## src/rtl/iw_pkg.sv

```systemverilog
// Shared register selects and byte-enable helpers for the indirect window.
// Assumes a 32-bit host data path split into four byte lanes.
package iw_pkg;

    typedef enum logic [3:0] {
        SEL_MRADDR = 4'd0,
        SEL_MWADDR = 4'd1,
        SEL_MWDATA = 4'd2,
        SEL_MRDATA = 4'd3,
        SEL_PWADDR = 4'd4,
        SEL_PRADDR = 4'd5,
        SEL_PWDATA = 4'd6,
        SEL_PRDATA = 4'd7,
        SEL_QWPTR  = 4'd8,
        SEL_ERR    = 4'd9
    } iw_sel_e;

    localparam int DW      = 32;
    localparam int NBYTES  = DW / 8;
    localparam int PSZ_LSB = 24;
    localparam int PSZ_W   = 2;

    // Size code (bytes minus one) to contiguous low-order byte enables
    function automatic logic [NBYTES-1:0] size_to_be(input logic [PSZ_W-1:0] sz);
        logic [NBYTES-1:0] be;
        for (int i = 0; i < NBYTES; i++) be[i] = (i <= int'(sz));
        return be;
    endfunction

    // Byte enables expanded to a bit mask
    function automatic logic [DW-1:0] be_to_mask(input logic [NBYTES-1:0] be);
        logic [DW-1:0] m;
        for (int i = 0; i < NBYTES; i++) m[8*i +: 8] = {8{be[i]}};
        return m;
    endfunction

endpackage

```

## src/rtl/iw_mem_port.sv

```systemverilog
// Memory side of the window: independent 32-bit read and write byte pointers,
// each advancing by one word per granted data access. Assumes a synchronous
// SRAM that returns read data one cycle after mem_rd.
module iw_mem_port
    import iw_pkg::*;
#(
    parameter int MEM_AW = 8
) (
    input  logic              clk,
    input  logic              rst_n,
    input  logic              grant,
    input  logic              wr_en,
    input  logic              rd_en,
    input  logic [3:0]        sel,
    input  logic [DW-1:0]     wdata,
    output logic [MEM_AW-1:0] mem_addr,
    output logic              mem_wr,
    output logic              mem_rd,
    output logic [DW-1:0]     mem_wdata,
    output logic [DW-1:0]     raddr_q,
    output logic [DW-1:0]     waddr_q
);
    localparam logic [DW-1:0] STEP = DW'(NBYTES);

    logic do_w, do_r;

    // Decode granted data accesses; a write blocks a same-cycle read
    always_comb begin
        do_w = wr_en && (sel == SEL_MWDATA) && grant;
        do_r = rd_en && !wr_en && (sel == SEL_MRDATA) && grant;
    end

    // Drive the SRAM bus straight from the decoded access
    always_comb begin
        mem_wr    = do_w;
        mem_rd    = do_r;
        mem_wdata = wdata;
        mem_addr  = do_w ? waddr_q[MEM_AW+1:2] : raddr_q[MEM_AW+1:2];
    end

    // Load or advance the write pointer
    always_ff @(posedge clk) begin
        if (!rst_n)                           waddr_q <= '0;
        else if (wr_en && sel == SEL_MWADDR)  waddr_q <= wdata;
        else if (do_w)                        waddr_q <= waddr_q + STEP;
    end

    // Load or advance the read pointer
    always_ff @(posedge clk) begin
        if (!rst_n)                           raddr_q <= '0;
        else if (wr_en && sel == SEL_MRADDR)  raddr_q <= wdata;
        else if (do_r)                        raddr_q <= raddr_q + STEP;
    end

endmodule

```

## src/rtl/iw_prph_port.sv

```systemverilog
// Peripheral side of the window: a write and a read address slot, each holding
// an offset and a size code. Addresses never step. Assumes the peripheral bus
// returns read data one cycle after prph_rd.
module iw_prph_port
    import iw_pkg::*;
#(
    parameter int PRPH_AW = 16
) (
    input  logic               clk,
    input  logic               rst_n,
    input  logic               grant,
    input  logic               wr_en,
    input  logic               rd_en,
    input  logic [3:0]         sel,
    input  logic [DW-1:0]      wdata,
    output logic [PRPH_AW-1:0] prph_addr,
    output logic               prph_wr,
    output logic               prph_rd,
    output logic [NBYTES-1:0]  prph_be,
    output logic [DW-1:0]      prph_wdata,
    output logic [PRPH_AW-1:0] pw_off,
    output logic [PSZ_W-1:0]   pw_sz,
    output logic [PRPH_AW-1:0] pr_off,
    output logic [PSZ_W-1:0]   pr_sz
);
    localparam int NSLOT = 2;

    logic [PRPH_AW-1:0] off_q [NSLOT];
    logic [PSZ_W-1:0]   sz_q  [NSLOT];
    logic do_w, do_r;

    // One address slot per direction: slot 0 writes, slot 1 reads
    for (genvar g = 0; g < NSLOT; g++) begin : g_slot
        localparam logic [3:0] ASEL = (g == 0) ? SEL_PWADDR : SEL_PRADDR;
        // Load this slot's offset and size from a host address write
        always_ff @(posedge clk) begin
            if (!rst_n) begin
                off_q[g] <= '0;
                sz_q[g]  <= '0;
            end else if (wr_en && sel == ASEL) begin
                off_q[g] <= wdata[PRPH_AW-1:0];
                sz_q[g]  <= wdata[PSZ_LSB +: PSZ_W];
            end
        end
    end

    // Decode granted peripheral data accesses
    always_comb begin
        do_w = wr_en && (sel == SEL_PWDATA) && grant;
        do_r = rd_en && !wr_en && (sel == SEL_PRDATA) && grant;
    end

    // Drive the peripheral bus from the slot of the active direction
    always_comb begin
        prph_wr    = do_w;
        prph_rd    = do_r;
        prph_wdata = wdata;
        prph_addr  = do_w ? off_q[0] : off_q[1];
        prph_be    = size_to_be(do_w ? sz_q[0] : sz_q[1]);
    end

    // Expose slot contents for read-back
    always_comb begin
        pw_off = off_q[0];
        pw_sz  = sz_q[0];
        pr_off = off_q[1];
        pr_sz  = sz_q[1];
    end

endmodule

```

## src/rtl/iw_qptr.sv

```systemverilog
// Queue write-pointer register: a granted host write emits a one-cycle strobe
// carrying the index and the queue selector.
module iw_qptr
    import iw_pkg::*;
#(
    parameter int QIDX_W = 8,
    parameter int QSEL_W = 4
) (
    input  logic                     clk,
    input  logic                     rst_n,
    input  logic                     grant,
    input  logic                     wr_en,
    input  logic [3:0]               sel,
    input  logic [QSEL_W+QIDX_W-1:0] wfield,
    output logic                     q_stb,
    output logic [QSEL_W-1:0]        q_sel,
    output logic [QIDX_W-1:0]        q_idx
);
    logic do_q;

    // Decode a granted queue-pointer write
    always_comb do_q = wr_en && (sel == SEL_QWPTR) && grant;

    // Register strobe and fields
    always_ff @(posedge clk) begin
        if (!rst_n) begin
            q_stb <= 1'b0;
            q_sel <= '0;
            q_idx <= '0;
        end else begin
            q_stb <= do_q;
            if (do_q) begin
                q_idx <= wfield[QIDX_W-1:0];
                q_sel <= wfield[QIDX_W +: QSEL_W];
            end
        end
    end

endmodule

```

## src/rtl/iw_resp.sv

```systemverilog
// Read return and error tracking: registers each host read for one cycle,
// selects SRAM, peripheral or register data, substitutes the error word for
// dropped reads, and keeps the sticky error flag.
module iw_resp
    import iw_pkg::*;
#(
    parameter logic [DW-1:0] ERR_PATTERN = 32'hBAD0ACCE
) (
    input  logic             clk,
    input  logic             rst_n,
    input  logic             grant,
    input  logic             wr_en,
    input  logic             rd_en,
    input  logic [3:0]       sel,
    input  logic [DW-1:0]    mem_rdata,
    input  logic [DW-1:0]    prph_rdata,
    input  logic [PSZ_W-1:0] pr_sz,
    input  logic [DW-1:0]    raddr,
    input  logic [DW-1:0]    waddr,
    input  logic [DW-1:0]    pw_word,
    input  logic [DW-1:0]    pr_word,
    input  logic [DW-1:0]    q_word,
    output logic [DW-1:0]    hst_rdata,
    output logic             hst_rvalid,
    output logic             err_flag
);
    logic             do_rd, gated_rd, gated_wr;
    logic [DW-1:0]    readback;
    logic [3:0]       rsel_q;
    logic             drop_q;
    logic [DW-1:0]    regval_q;
    logic [PSZ_W-1:0] rsz_q;

    // Classify the current host access
    always_comb begin
        do_rd    = rd_en && !wr_en;
        gated_rd = do_rd && (sel == SEL_MRDATA || sel == SEL_PRDATA);
        gated_wr = wr_en && (sel == SEL_MWDATA || sel == SEL_PWDATA || sel == SEL_QWPTR);
    end

    // Register values that a host read can return
    always_comb begin
        case (sel)
            SEL_MRADDR: readback = raddr;
            SEL_MWADDR: readback = waddr;
            SEL_PWADDR: readback = pw_word;
            SEL_PRADDR: readback = pr_word;
            SEL_QWPTR:  readback = q_word;
            SEL_ERR:    readback = {{(DW-1){1'b0}}, err_flag};
            default:    readback = '0;
        endcase
    end

    // Capture the read for its one-cycle return
    always_ff @(posedge clk) begin
        if (!rst_n) begin
            hst_rvalid <= 1'b0;
            rsel_q     <= '0;
            drop_q     <= 1'b0;
            regval_q   <= '0;
            rsz_q      <= '0;
        end else begin
            hst_rvalid <= do_rd;
            if (do_rd) begin
                rsel_q   <= sel;
                drop_q   <= gated_rd && !grant;
                regval_q <= readback;
                rsz_q    <= pr_sz;
            end
        end
    end

    // Choose the returned word
    always_comb begin
        if (drop_q)                     hst_rdata = ERR_PATTERN;
        else if (rsel_q == SEL_MRDATA)  hst_rdata = mem_rdata;
        else if (rsel_q == SEL_PRDATA)  hst_rdata = prph_rdata & be_to_mask(size_to_be(rsz_q));
        else                            hst_rdata = regval_q;
    end

    // Sticky error: set by a dropped access, cleared by a write to its select
    always_ff @(posedge clk) begin
        if (!rst_n)                                          err_flag <= 1'b0;
        else if ((gated_rd || gated_wr) && !grant)           err_flag <= 1'b1;
        else if (wr_en && sel == SEL_ERR)                    err_flag <= 1'b0;
    end

endmodule

```

## src/rtl/iw_window.sv

```systemverilog
// Top of the indirect access window. Connects the memory port, peripheral port,
// queue pointer and read return. Assumes one host access per cycle and a grant
// input that is high only while internal resources are awake.
module iw_window
    import iw_pkg::*;
#(
    parameter int             MEM_AW      = 8,
    parameter int             PRPH_AW     = 16,
    parameter int             QIDX_W      = 8,
    parameter int             QSEL_W      = 4,
    parameter logic [31:0]    ERR_PATTERN = 32'hBAD0ACCE
) (
    input  logic               clk,
    input  logic               rst_n,
    input  logic               acc_grant,
    input  logic               hst_wr_en,
    input  logic               hst_rd_en,
    input  logic [3:0]         hst_sel,
    input  logic [31:0]        hst_wdata,
    output logic [31:0]        hst_rdata,
    output logic               hst_rvalid,
    output logic [MEM_AW-1:0]  mem_addr,
    output logic               mem_wr,
    output logic               mem_rd,
    output logic [31:0]        mem_wdata,
    input  logic [31:0]        mem_rdata,
    output logic [PRPH_AW-1:0] prph_addr,
    output logic               prph_wr,
    output logic               prph_rd,
    output logic [3:0]         prph_be,
    output logic [31:0]        prph_wdata,
    input  logic [31:0]        prph_rdata,
    output logic               q_stb,
    output logic [QSEL_W-1:0]  q_sel,
    output logic [QIDX_W-1:0]  q_idx,
    output logic               err_flag
);
    localparam int QW = QSEL_W + QIDX_W;

    logic [DW-1:0]      raddr_q, waddr_q;
    logic [PRPH_AW-1:0] pw_off, pr_off;
    logic [PSZ_W-1:0]   pw_sz, pr_sz;
    logic [DW-1:0]      pw_word, pr_word, q_word;

    iw_mem_port #(.MEM_AW(MEM_AW)) u_mem (
        .clk(clk), .rst_n(rst_n), .grant(acc_grant),
        .wr_en(hst_wr_en), .rd_en(hst_rd_en), .sel(hst_sel), .wdata(hst_wdata),
        .mem_addr(mem_addr), .mem_wr(mem_wr), .mem_rd(mem_rd), .mem_wdata(mem_wdata),
        .raddr_q(raddr_q), .waddr_q(waddr_q)
    );

    iw_prph_port #(.PRPH_AW(PRPH_AW)) u_prph (
        .clk(clk), .rst_n(rst_n), .grant(acc_grant),
        .wr_en(hst_wr_en), .rd_en(hst_rd_en), .sel(hst_sel), .wdata(hst_wdata),
        .prph_addr(prph_addr), .prph_wr(prph_wr), .prph_rd(prph_rd),
        .prph_be(prph_be), .prph_wdata(prph_wdata),
        .pw_off(pw_off), .pw_sz(pw_sz), .pr_off(pr_off), .pr_sz(pr_sz)
    );

    iw_qptr #(.QIDX_W(QIDX_W), .QSEL_W(QSEL_W)) u_q (
        .clk(clk), .rst_n(rst_n), .grant(acc_grant),
        .wr_en(hst_wr_en), .sel(hst_sel), .wfield(hst_wdata[QW-1:0]),
        .q_stb(q_stb), .q_sel(q_sel), .q_idx(q_idx)
    );

    // Assemble read-back words for the peripheral slots and queue pointer
    always_comb begin
        pw_word = '0;
        pw_word[PRPH_AW-1:0]        = pw_off;
        pw_word[PSZ_LSB +: PSZ_W]   = pw_sz;
        pr_word = '0;
        pr_word[PRPH_AW-1:0]        = pr_off;
        pr_word[PSZ_LSB +: PSZ_W]   = pr_sz;
        q_word  = '0;
        q_word[QW-1:0]              = {q_sel, q_idx};
    end

    iw_resp #(.ERR_PATTERN(ERR_PATTERN)) u_resp (
        .clk(clk), .rst_n(rst_n), .grant(acc_grant),
        .wr_en(hst_wr_en), .rd_en(hst_rd_en), .sel(hst_sel),
        .mem_rdata(mem_rdata), .prph_rdata(prph_rdata), .pr_sz(pr_sz),
        .raddr(raddr_q), .waddr(waddr_q), .pw_word(pw_word), .pr_word(pr_word),
        .q_word(q_word),
        .hst_rdata(hst_rdata), .hst_rvalid(hst_rvalid), .err_flag(err_flag)
    );

endmodule

```

## config.mk

```make
export PLATFORM = sky130hd
export DESIGN_NAME = iw_window
export DESIGN_NICKNAME = d
export VERILOG_FILES = /design/src/rtl/iw_pkg.sv /design/src/rtl/iw_mem_port.sv /design/src/rtl/iw_prph_port.sv /design/src/rtl/iw_qptr.sv /design/src/rtl/iw_resp.sv /design/src/rtl/iw_window.sv
export SDC_FILE = /design/constraint.sdc
export NUM_CORES = 1
export LEC_CHECK = 0
export CORE_MARGIN = 5
export CORE_UTILIZATION = 45
export CTS_CLUSTER_SIZE = 14
export DETAILED_ROUTE_END_ITERATION = 7
export PLACE_DENSITY_LB_ADDON = 0.15
export REMOVE_ABC_BUFFERS = 1
export SLEW_MARGIN = 20
export SYNTH_ARGS = -nofsm -noshare
export SYNTH_HDL_FRONTEND = slang
export SYNTH_SLANG_ARGS = --single-unit
```

## constraint.sdc

```tcl
create_clock -name clk -period 2.9 [get_ports clk]
set_input_delay 0.58 -clock clk [delete_from_list [all_inputs] [get_ports clk]]
set_output_delay 0.58 -clock clk [all_outputs]
set_load 0.01 [all_outputs]
```

==> results of run 1 <==
## sequential cells by signal (all words and copies together), names as in the netlist, 2 cells and up
name and flops:
u_mem.raddr_q 32, u_mem.waddr_q 32, u_prph.off_q 32, u_prph.sz_q 4, u_q.q_idx 8, u_q.q_sel 4, u_resp.regval_q 32, u_resp.rsel_q 4
u_resp.rsz_q 2
## through the flow
step / area [µm²] / setup slack (ns) / TNS [ns] / std cells / total power [mW]
5_1_grt: 12500 / 0.00266 / 0 / 1607 / 5.33
4_1_cts: 12500 / -0.00620 / -0.00620 / 1607 / 5.17
3_5_place_dp: 11900 / -0.246 / -6.62 / 1572 / 3.04
2_1_floorplan: 8490 / -0.209 / -2.53 / 983 / 2.52
6_report: 12500 / 0.0305 / 0 / 1607 / 5.16
3_3_place_gp: 11900 / -0.211 / -5.67 / 1572 / 3.03
## per-layer routing
metal / share of wire (%) / up-vias / track usage [%]
met2: 45 / 494 / 40.7
met4: 2.6 / 0 / 8.75
met3: 9.3 / 62 / 6.38
met1: 43 / 4418 / 35.4
li1: - / 4454 / -
met5: 0 / - / 0
## worst register-to-register path, stage by stage (launching register included)
cell and delay (ns):
dfxtp_1 0.51, nand4_2 0.25, or4_1 0.82, or4_1 0.55, a31oi_1 0.18
## synth_stat cells (all sizes together), types with 17 or more instances
library cell / count / area share (%)
a31oi: 17 / 1.1
clkbuf: 76 / 3.1
a21oi: 90 / 4.8
and2: 46 / 3.1
o21ai: 54 / 2.9
nand2: 120 / 4.8
a22oi: 43 / 3.5
edfxtp: 36 / 12
nand3: 39 / 2.2
nand4: 24 / 1.7
buf: 81 / 6.1
mux2: 19 / 2.3
dfxtp: 118 / 25
mux2i: 49 / 5.3
nor3: 21 / 1.1
nor2: 117 / 4.7
and3: 20 / 1.3
## cells in the final DEF (no fill, tap or decap), drive strengths merged, types with 7 or more instances in the layout
| cell | n |
|---|---|
| a211o | 14 |
| and4 | 10 |
| mux2i | 49 |
| dlygate4sd2 | 28 |
| buf | 77 |
| mux2 | 19 |
| a221oi | 11 |
| a31oi | 17 |
| nor2 | 117 |
| and2 | 46 |
| o211ai | 9 |
| xor2 | 9 |
| nand2 | 120 |
| nor4 | 12 |
| nand4 | 24 |
| o21a | 7 |
| inv | 10 |
| nor3 | 21 |
| nand3 | 39 |
| a22oi | 43 |
| clkdlybuf4s50 | 214 |
| clkbuf | 23 |
| and3 | 20 |
| dfxtp | 118 |
| a21oi | 90 |
| or3 | 8 |
| a211oi | 14 |
| edfxtp | 36 |
| o21ai | 54 |
## kinds of logic (layout without fill, tap and decap cells)
group                    count (synthesis)  count (layout)  synth area share [%]
AND/OR/NAND/NOR                        442             442                  23.9
AO/OA/AOI/OAI                          290             290                  19.9
buffers and inverters                  166             363                  9.48
flip-flops                             154             154                  36.9
multiplexers                            71              71                  8.26
XOR/XNOR                                14              14                  1.31
adder cells (fa/ha/maj)                  2               2                 0.268
other                                    1               1                0.0401
## layout make-up
class | count | area share, %
clock buffers | 23 | 4.24
clock inverters | 9 | 0.449
inverters | 9 | 0.269
multi-input cells | 820 | 40.4
flip-flops and latches | 154 | 27.5
well taps | 270 | 2.69
repair buffers | 322 | 24.5
## power by group
part	switching, mW	internal [mW]	total (mW)
Sequential	0.0471	2.25	2.29
Combinational	0.335	0.358	0.693
Clock	0.880	1.29	2.17
## path summary, 6_finish.rpt
| path | cells past startpoint | endpoint |
|---|---|---|
| worst max-delay path | 7 | prph_addr[13] |
| worst min-delay path | 2 | u_resp.rsel_q[1] |
| worst max register to register | 4 | u_mem.waddr_q[28] |
| worst min register to register | 2 | u_resp.rsel_q[1] |
## timing repair
item                       CTS  global route
setup endpoints to repair   51             6
setup buffers                3             0
hold buffers                 0             0
pin swaps                    1             0
gates resized for setup     35             5
==> results.md, run 1 <==
* Status: completed
* Seq/Total Area, Yosys at 36.9%
* Max Slew Vio Count at 0
* First-pass GRT wire length at 49900 µm
* Pwr/cell area at 411 mW/mm²
* Max VDD drop at 0.414 mV
* Longest Clk Path Bufs at 2
* Final worst path period need at 2.87 ns
* Top Ports at 248
* DR WL/cell at 20.2 µm
* Crit path max-delay cell type: clkdlybuf4s50_1
* Multi-input gate area at 0.00507 mm²
* Clock Latency Late Sink at 0.42 ns
* CTS Sinks at 154
* Final Setup Violations at 0
* Slew headroom at 41.2%
* Via/cell ratio at 5.87
* Initial DRT Pass Iterations at 6
* Core Util, Final at 61.6%
* Critical path class: input pin to primary output
* Predominant post-synthesis flop cell: dfxtp_1
* Crit path max fanout at 7
* FFs w/ async S/R, synth at 0%
* Crit path DAT at 2.29 ns
* LEAKAGE at 4.62 nW
* CP max stage delay at 0.44 ns
* Crit-path cells: clkdlybuf4s50_1 -> nand2b_4 -> nor2_4 -> buf_12 -> buf_4 -> mux2_2 -> dlygate4sd2_1
* Final hold violation count at 0
* H-tree levels at 4
* Row count at 52
* Min Hold Slack at 0.457 ns
* Register-to-register setup slack at 0.51 ns
* Post-route antenna net violation count at 0
* CP Launch Type: input pin
* Vias at 9428
* Antenna violations before repair at 0
* CTS root buffer: clkbuf_16
* RSZ-0062 raised after global routing: false
* Ant. Diodes at 0
* CTS tree: built
* # DRC at 0
* Synth Cell Area at 0.00934 mm²
* I/O Buffers at 246
* Die ar. at 0.0237 mm²
* Critical path's top delay family: buffers and inverters
* Yosys reg bits at 154
* Largest net degree at the start of global routing at 102
* Worst EP required at 2.32 ns
* DIE WIDTH at 154 µm
* Total gr overflow at 0
* Post-DP HPWL at 23400 µm
* Area growth, synth to finish at 34.3%
* Layout cells sized above 1 at 10.9%
* Worst setup EP type: primary output
* Worst-Margin Slew at 0.879 ns
* Avg Inst Size Synth at 8.19 µm²
* Peak Freq at 348 MHz
* FF-to-FF Start: u_mem.waddr_q[7]
* Final wirelength at 32400 µm
* Netlist cell types at 70
* 1st-iter DRT viols at 919
* Vias in the first global route at 8894
* Register Area at 0.00344 mm²
* Clock Skews at 0.00989 ns
* Synth warn at 0
* Hold Path Class: flip-flop to flip-flop
* Setup crit start: hst_sel[3]
* Hold_sp: u_resp.rsel_q[1]
* Die Y at 154 µm
* CP bufs+invs at 4
* Gpl congestion at 0.911
* Filler instances at 1790
* Max-Cap Viols at 0
* Tcrit/Tclk final at 98.9%
* CTS clk-pin slew, worst paths at 0.06 ns
* EDFF count, synth at 36
* Starting density of the core at 45.9%
* GRT Total Usage at 26.1%
* Layout Nets at 1431
* CTS buffer count at 17
* Core region area at 0.0204 mm²
* Cells after Synth at 1140
No activity file was read; power rests on OpenSTA's default activity.
==> inputs of run 2 (changes only) <==
--- a/config.mk
+++ b/config.mk
@@ -6,7 +6,8 @@
 export NUM_CORES = 1
 export LEC_CHECK = 0
 export CORE_MARGIN = 5
-export CORE_UTILIZATION = 45
+export CORE_UTILIZATION = 46
+export CTS_BUF_LIST = sky130_fd_sc_hd__clkbuf_2 sky130_fd_sc_hd__clkbuf_4 sky130_fd_sc_hd__clkbuf_8
 export CTS_CLUSTER_SIZE = 14
 export DETAILED_ROUTE_END_ITERATION = 7
 export PLACE_DENSITY_LB_ADDON = 0.15
==> run 2 against run 1 <==
Effect of this change: final cell count hardly changed; clock skew is 0.0022 ns higher; total power is 7.3% lower; sequential share of layout area is 0.27 points higher; critical endpoint unchanged; largest cell class unchanged.
==> results.md, run 2 (synthesis results as in run 1) <==
* CTS root buffer: clkbuf_8 (was clkbuf_16)
* Crit-path cells: clkdlybuf4s50_1 -> nand2b_4 -> nor2_4 -> buf_12 -> buf_4 -> mux2_2 -> dlygate4sd2_1 (unchanged)
* Final worst path period need at 2.84 ns (was 2.87 ns)
* Tcrit/Tclk final at 98.1% (was 98.9%)
* Core region area at 0.0201 mm² (was 0.0204 mm²)
* Crit path max-delay cell type: clkdlybuf4s50_1 (unchanged)
* Most frequent cells in the layout: clkdlybuf4s50_1, nand2_1, dfxtp_1 (unchanged)
* Slew headroom at 29.4% (was 41.2%)
* LEAKAGE at 4.59 nW (was 4.62 nW)
* Clock Latency Late Sink at 0.45 ns (was 0.42 ns)
* Starting density of the core at 46.5% (was 45.9%)
* Crit path max fanout at 7 (unchanged)
* Total gr overflow at 0 (unchanged)
* Ant. Diodes at 0 (unchanged)
* CTS tree: built (unchanged)
* Vias at 9410 (was 9428)
* Reg2reg path depth at 4 (unchanged)
* Critical Path End: prph_addr[13] (unchanged)
* Multi-input gate area at 0.00507 mm² (about the same)
* Final hold violation count at 0 (unchanged)
* Die Y at 153 µm (was 154 µm)
* Pwr/cell area at 385 mW/mm² (was 411 mW/mm²)
* CTS buffer count at 17 (unchanged)
* Core Util, Final at 61.8% (was 61.6%)
* DR WL/cell at 20.4 µm (was 20.2 µm)
* Critical path's top delay family: buffers and inverters (unchanged)
* FF-to-FF Start: u_mem.waddr_q[5] (was u_mem.waddr_q[7])
* Final Setup Violations at 0 (unchanged)
* Longest Clk Path Bufs at 2 (unchanged)
* Register Area at 0.00344 mm² (about the same)
* Register-to-register setup slack at 0.55 ns (was 0.51 ns)
* Max Slew Vio Count at 0 (unchanged)
* Status: completed (unchanged)
* CP bufs+invs at 4 (unchanged)
* Critical path class: input pin to primary output (unchanged)
* Worst setup EP type: primary output (unchanged)
* Max-Cap Viols at 0 (unchanged)
* GRT Total Usage at 26.9% (was 26.1%)
* 1st-iter DRT viols at 774 (was 919)
* Vias in the first global route at 8955 (was 8894)
* Via/cell ratio at 5.86 (was 5.87)
* Initial DRT Pass Iterations at 7 (was 6)
* CTS clk-pin slew, worst paths at 0.08 ns (was 0.06 ns)
* H-tree levels at 4 (unchanged)
* Worst EP required at 2.32 ns (about the same)
* Crit path DAT at 2.26 ns (was 2.29 ns)
* Hold Path Class: flip-flop to flip-flop (unchanged)
* # DRC at 0 (unchanged)
* Setup tns final at 0 ns (unchanged)
* Min Hold Slack at 0.459 ns (was 0.457 ns)
* Layout cells sized above 1 at 11.1% (was 10.9%)
* Levels on crit path at 7 (unchanged)
* Peak Freq at 352 MHz (was 348 MHz)
* Area growth, synth to finish at 33.0% (was 34.3%)
* Max VDD drop at 0.280 mV (was 0.414 mV)
* Commonest non-fill, non-tap cell in the layout: clkdlybuf4s50_1 (unchanged)
* I/O Buffers at 246 (unchanged)
* Top Ports at 248 (unchanged)
* Largest net degree at the start of global routing at 102 (unchanged)
* Antenna violations before repair at 0 (unchanged)
* CP max stage delay at 0.45 ns (was 0.44 ns)
* CTS Sinks at 154 (unchanged)
* Clock Skews at 0.0121 ns (was 0.00989 ns)
* Post-DP HPWL at 23500 µm (was 23400 µm)
* Post-route antenna net violation count at 0 (unchanged)
* Reg-to-reg endpoint: u_mem.waddr_q[28] (unchanged)
* CTS Hold Bufs at 0 (unchanged)
* DIE WIDTH at 153 µm (was 154 µm)
* Worst-Margin Slew at 1.06 ns (was 0.879 ns)
* Row count at 52 (unchanged)
* Layout Nets at 1430 (was 1431)
* Total power at 4.78 mW (was 5.16 mW)
* Pre-CTS WS at -0.202 ns (was -0.246 ns)
* Setup crit start: hst_sel[3] (unchanged)
* Final wirelength at 32800 µm (was 32400 µm)
* Final worst-path setup slack at 0.0557 ns (was 0.0305 ns)
* CP Launch Type: input pin (unchanged)
* First-pass GRT wire length at 50600 µm (was 49900 µm)
* Die ar. at 0.0233 mm² (was 0.0237 mm²)
* Gpl congestion at 0.925 (was 0.911)
* Filler instances at 1771 (was 1790)
==> run 2: where the power goes <==
| group | internal [mW] | switching, mW | total (mW) |
|---|---|---|---|
| logic | 0.356 | 0.330 | 0.686 |
| clock network | 0.993 | 0.801 | 1.79 |
| registers | 2.24 | 0.0545 | 2.30 |
| total | 3.59 | 1.18 | 4.78 |
==> run 2: timing repair <==
item / CTS / global route
gates resized for setup: 37 / 8
gates cloned: 1 / 0
buffers inserted: 3 / 2
setup endpoints to repair: 58 / 6
pin swaps: 2 / 1
==> run 2: area by class of cell <==
type / count / share of cell area [%]
inverter: 9 / 0.272
tap: 270 / 2.72
sequential: 154 / 27.7
clock buffer: 25 / 2.62
clock inverter: 7 / 0.896
timing repair buffer: 321 / 24.9
multi-input combinational: 820 / 40.8
==> run 2: tightest hold or removal path, stage by stage (launching register included) <==
cell     delay, ns
dfxtp_1       0.31
nand2_1       0.05
a21oi_1       0.05
==> run 2: metal layers <==
metal,GRT usage (%),vias up,routed length [µm]
met5,0,-,0
met2,41.8,463,14800
li1,-,4455,-
met4,9.50,0,949
met1,37.2,4428,14300
met3,5.82,64,2800
==> run 2: worst min path at each step <==
stage                             from  cells after the start                 end
CTS                 u_resp.regval_q[5]                      2  u_resp.regval_q[5]
detailed placement  u_resp.regval_q[5]                      2  u_resp.regval_q[5]
global route        u_resp.regval_q[5]                      2  u_resp.regval_q[5]
floorplan             u_mem.raddr_q[1]                      2    u_mem.raddr_q[1]
finish              u_resp.regval_q[5]                      2  u_resp.regval_q[5]
global placement    u_resp.regval_q[7]                      2  u_resp.regval_q[7]
==> run 2: through the flow <==
step                instance area [µm²]  cells
finish                            12400   1606
global route                      12400   1606
CTS                               12400   1604
detailed placement                11900   1568
global placement                  11900   1568
floorplan                          8490    983
==> inputs of run 3 (changes only) <==
--- a/config.mk
+++ b/config.mk
@@ -6,10 +6,11 @@
 export NUM_CORES = 1
 export LEC_CHECK = 0
 export CORE_MARGIN = 5
-export CORE_UTILIZATION = 46
-export CTS_BUF_LIST = sky130_fd_sc_hd__clkbuf_2 sky130_fd_sc_hd__clkbuf_4 sky130_fd_sc_hd__clkbuf_8
+export CORE_UTILIZATION = 58
+export CTS_BUF_LIST = sky130_fd_sc_hd__clkbuf_16
 export CTS_CLUSTER_SIZE = 14
 export DETAILED_ROUTE_END_ITERATION = 7
+export DONT_BUFFER_PORTS = 1
 export PLACE_DENSITY_LB_ADDON = 0.15
 export REMOVE_ABC_BUFFERS = 1
 export SLEW_MARGIN = 20
==> run 3 against run 2 <==
Effect of this change: sequential share of layout area up 7.9 points; flip-flop and latch count unchanged; design area down 22%; wire length down 14%; final cell count down 21%; clock skew down 0.0056 ns; critical path depth down 2; largest power group is now clock; highest routed layer unchanged.
==> results.md, run 3 (synthesis results as in run 1) <==
* CP bufs+invs at 1 (was 4)
* Final hold violation count at 0 (unchanged)
* Peak Freq at 383 MHz (was 352 MHz)
* Net Sw Frac at 22.9% (was 24.8%)
* Crit-path cells: nand2_1 -> or2_2 -> buf_4 -> a211oi_1 -> nor3_1 (was clkdlybuf4s50_1 -> nand2b_4 -> nor2_4 -> buf_12 -> buf_4 -> mux2_2 -> dlygate4sd2_1)
* Hold Path Class: input pin to flip-flop (was flip-flop to flip-flop)
* Tcrit/Tclk final at 90.0% (was 98.1%)
* Met3 WL at 3170 µm (was 2800 µm)
* Reg power frac at 46.6% (was 48.1%)
* CP max stage delay at 0.53 ns (was 0.45 ns)
* Most frequent cells in the layout: nand2_1, dfxtp_1, nor2_1 (was clkdlybuf4s50_1, nand2_1, dfxtp_1)
* Clock Latency Late Sink at 0.43 ns (was 0.45 ns)
* Via/cell ratio at 6.53 (was 5.86)
* Register Area at 0.00344 mm² (about the same)
* H-tree levels at 4 (unchanged)
* Status: completed (unchanged)
* Total gr overflow at 0 (unchanged)
* CTS tree: built (unchanged)
* CTS Hold Bufs at 0 (unchanged)
* Pwr/cell area at 510 mW/mm² (was 385 mW/mm²)
* # DRC at 0 (unchanged)
* Postcts setup bufs at 0 (was 3)
* Area growth, synth to finish at 3.38% (was 33.0%)
* Clk pwr share at 47.9% (was 37.5%)
* I/O Buffers at 0 (was 246)
* Initial DRT Pass Iterations at 5 (was 7)
* Crit path max fanout at 36 (was 7)
* Layout cells sized above 1 at 9.18% (was 11.1%)
* Core Util, Final at 61.0% (was 61.8%)
* Max VDD drop at 0.421 mV (was 0.280 mV)
* Starting density of the core at 59.0% (was 46.5%)
* Highest metal used: met4 (unchanged)
* Ant. Diodes at 0 (unchanged)
* CTS clk-pin slew, worst paths at 0.06 ns (was 0.08 ns)
* Final wirelength at 28100 µm (was 32800 µm)
* Worst-Margin Slew at 0.915 ns (was 1.06 ns)
* Antenna violations before repair at 0 (unchanged)
* Slew headroom at 38.8% (was 29.4%)
* Filler instances at 1429 (was 1771)
* Gpl congestion at 0.877 (was 0.925)
* DR WL/cell at 22.2 µm (was 20.4 µm)
* Final Setup Violations at 0 (unchanged)
* Longest Clk Path Bufs at 2 (unchanged)
* Max-Cap Viols at 0 (unchanged)
* CP Launch Type: flip-flop (was input pin)
* CTS Sinks at 154 (unchanged)
* 1st-iter DRT viols at 924 (was 774)
* Worst setup EP type: primary output (unchanged)
* Post-DP HPWL at 19600 µm (was 23500 µm)
* Vias in the first global route at 7293 (was 8955)
* Final worst path period need at 2.61 ns (was 2.84 ns)
* LEAKAGE at 3.37 nW (was 4.59 nW)
* Core region area at 0.0158 mm² (was 0.0201 mm²)
* CTS buffer count at 17 (unchanged)
* Layout Nets at 1140 (was 1430)
* Crit path max-delay cell type: or2_2 (was clkdlybuf4s50_1)
* Non-filler cells, final at 1262 (was 1606)
* Inst Count DP at 1230 (was 1568)
* Min Hold Slack at 0.273 ns (was 0.459 ns)
* Multi-input gate area at 0.00505 mm² (was 0.00507 mm²)
* Die Y at 137 µm (was 153 µm)
* RSZ-0062 raised after global routing: false
* CTS root buffer: clkbuf_16 (was clkbuf_8)
* Setup tns final at 0 ns (unchanged)
* DR WL met2 at 12400 µm (was 14800 µm)
* Die ar. at 0.0187 mm² (was 0.0233 mm²)
* Vias at 8235 (was 9410)
* Critical path's top delay family: simple AND/OR/NAND/NOR gates (was buffers and inverters)
* Commonest non-fill, non-tap cell in the layout: nand2_1 (was clkdlybuf4s50_1)
* Design internal power at 3.80 mW (was 3.59 mW)
* DIE WIDTH at 137 µm (was 153 µm)
* Post-route antenna net violation count at 0 (unchanged)
* Post-CTS Resized at 0 (was 37)
* Top Ports at 248 (unchanged)
* Worst EP required at 2.32 ns (about the same)
* Critical path class: flip-flop to primary output (was input pin to primary output)
* First-pass GRT wire length at 42400 µm (was 50600 µm)
* Clock Skews at 0.00646 ns (was 0.0121 ns)
* Met1 Routed Length at 12000 µm (was 14300 µm)
* Max Slew Vio Count at 0 (unchanged)
* Combinational share of power at 5.5% (was 14.3%)
* Crit path DAT at 2.03 ns (was 2.26 ns)
* GRT Total Usage at 29.4% (was 26.9%)
* Row count at 46 (was 52)
* Largest net degree at the start of global routing at 53 (was 102)
* Psw at 1.13 mW (was 1.18 mW)
==> run 3: path summary, 6_finish.rpt <==
kind	from	endpoint	cells past startpoint	slack [ns]
min	rst_n	u_q.q_stb	1	0.27
max	u_resp.rsel_q[1]	hst_rdata[14]	5	0.29
min reg2reg	u_resp.regval_q[7]	u_resp.regval_q[7]	2	0.46
max reg2reg	u_mem.waddr_q[2]	u_mem.waddr_q[28]	5	0.54
==> run 3: layer usage <==
| metal | global-route usage [%] | vias to the layer above |
|---|---|---|
| met4 | 8.04 | 0 |
| met5 | 0 | - |
| li1 | - | 3860 |
| met3 | 7.90 | 46 |
| met1 | 41.2 | 3889 |
| met2 | 44.8 | 440 |
==> run 3: area by class of cell <==
type | count | area share, %
Clock buffer | 19 | 4.92
Clock inverter | 13 | 1.54
Inverter | 9 | 0.350
Multi-Input combinational cell | 820 | 52.3
Sequential cell | 154 | 35.7
Tap cell | 216 | 2.80
Timing Repair Buffer | 31 | 2.41
==> run 3: power by group through the flow <==
stage | clock network [mW] | logic, mW | registers (mW)
3_3_place_gp | 0 | 0.267 | 2.34
4_1_cts | 2.36 | 0.272 | 2.29
5_1_grt | 2.47 | 0.296 | 2.30
6_report | 2.36 | 0.272 | 2.30
3_5_place_dp | 0 | 0.270 | 2.34
2_1_floorplan | 0 | 0.191 | 2.33
==> run 3: worst reg2reg max path: cells and delay by family, from the launching register on <==
kind | cells | cell delay [ns]
AO/OA/AOI/OAI | 1 | 0.16
adder cells (fa/ha/maj) | 1 | 0.33
flip-flops | 1 | 0.48
AND/OR/NAND/NOR | 3 | 1.33
==> run 3: stage by stage <==
| stage | power [mW] | setup slack (ns) | area (µm²) |
|---|---|---|---|
| 6_report | 4.93 | 0.291 | 9660 |
| 5_1_grt | 5.07 | 0.124 | 9660 |
| 4_1_cts | 4.93 | 0.252 | 9660 |
| 3_5_place_dp | 2.61 | 0.590 | 9030 |
| 3_3_place_gp | 2.61 | 0.640 | 9030 |
| 2_1_floorplan | 2.52 | -0.209 | 8490 |
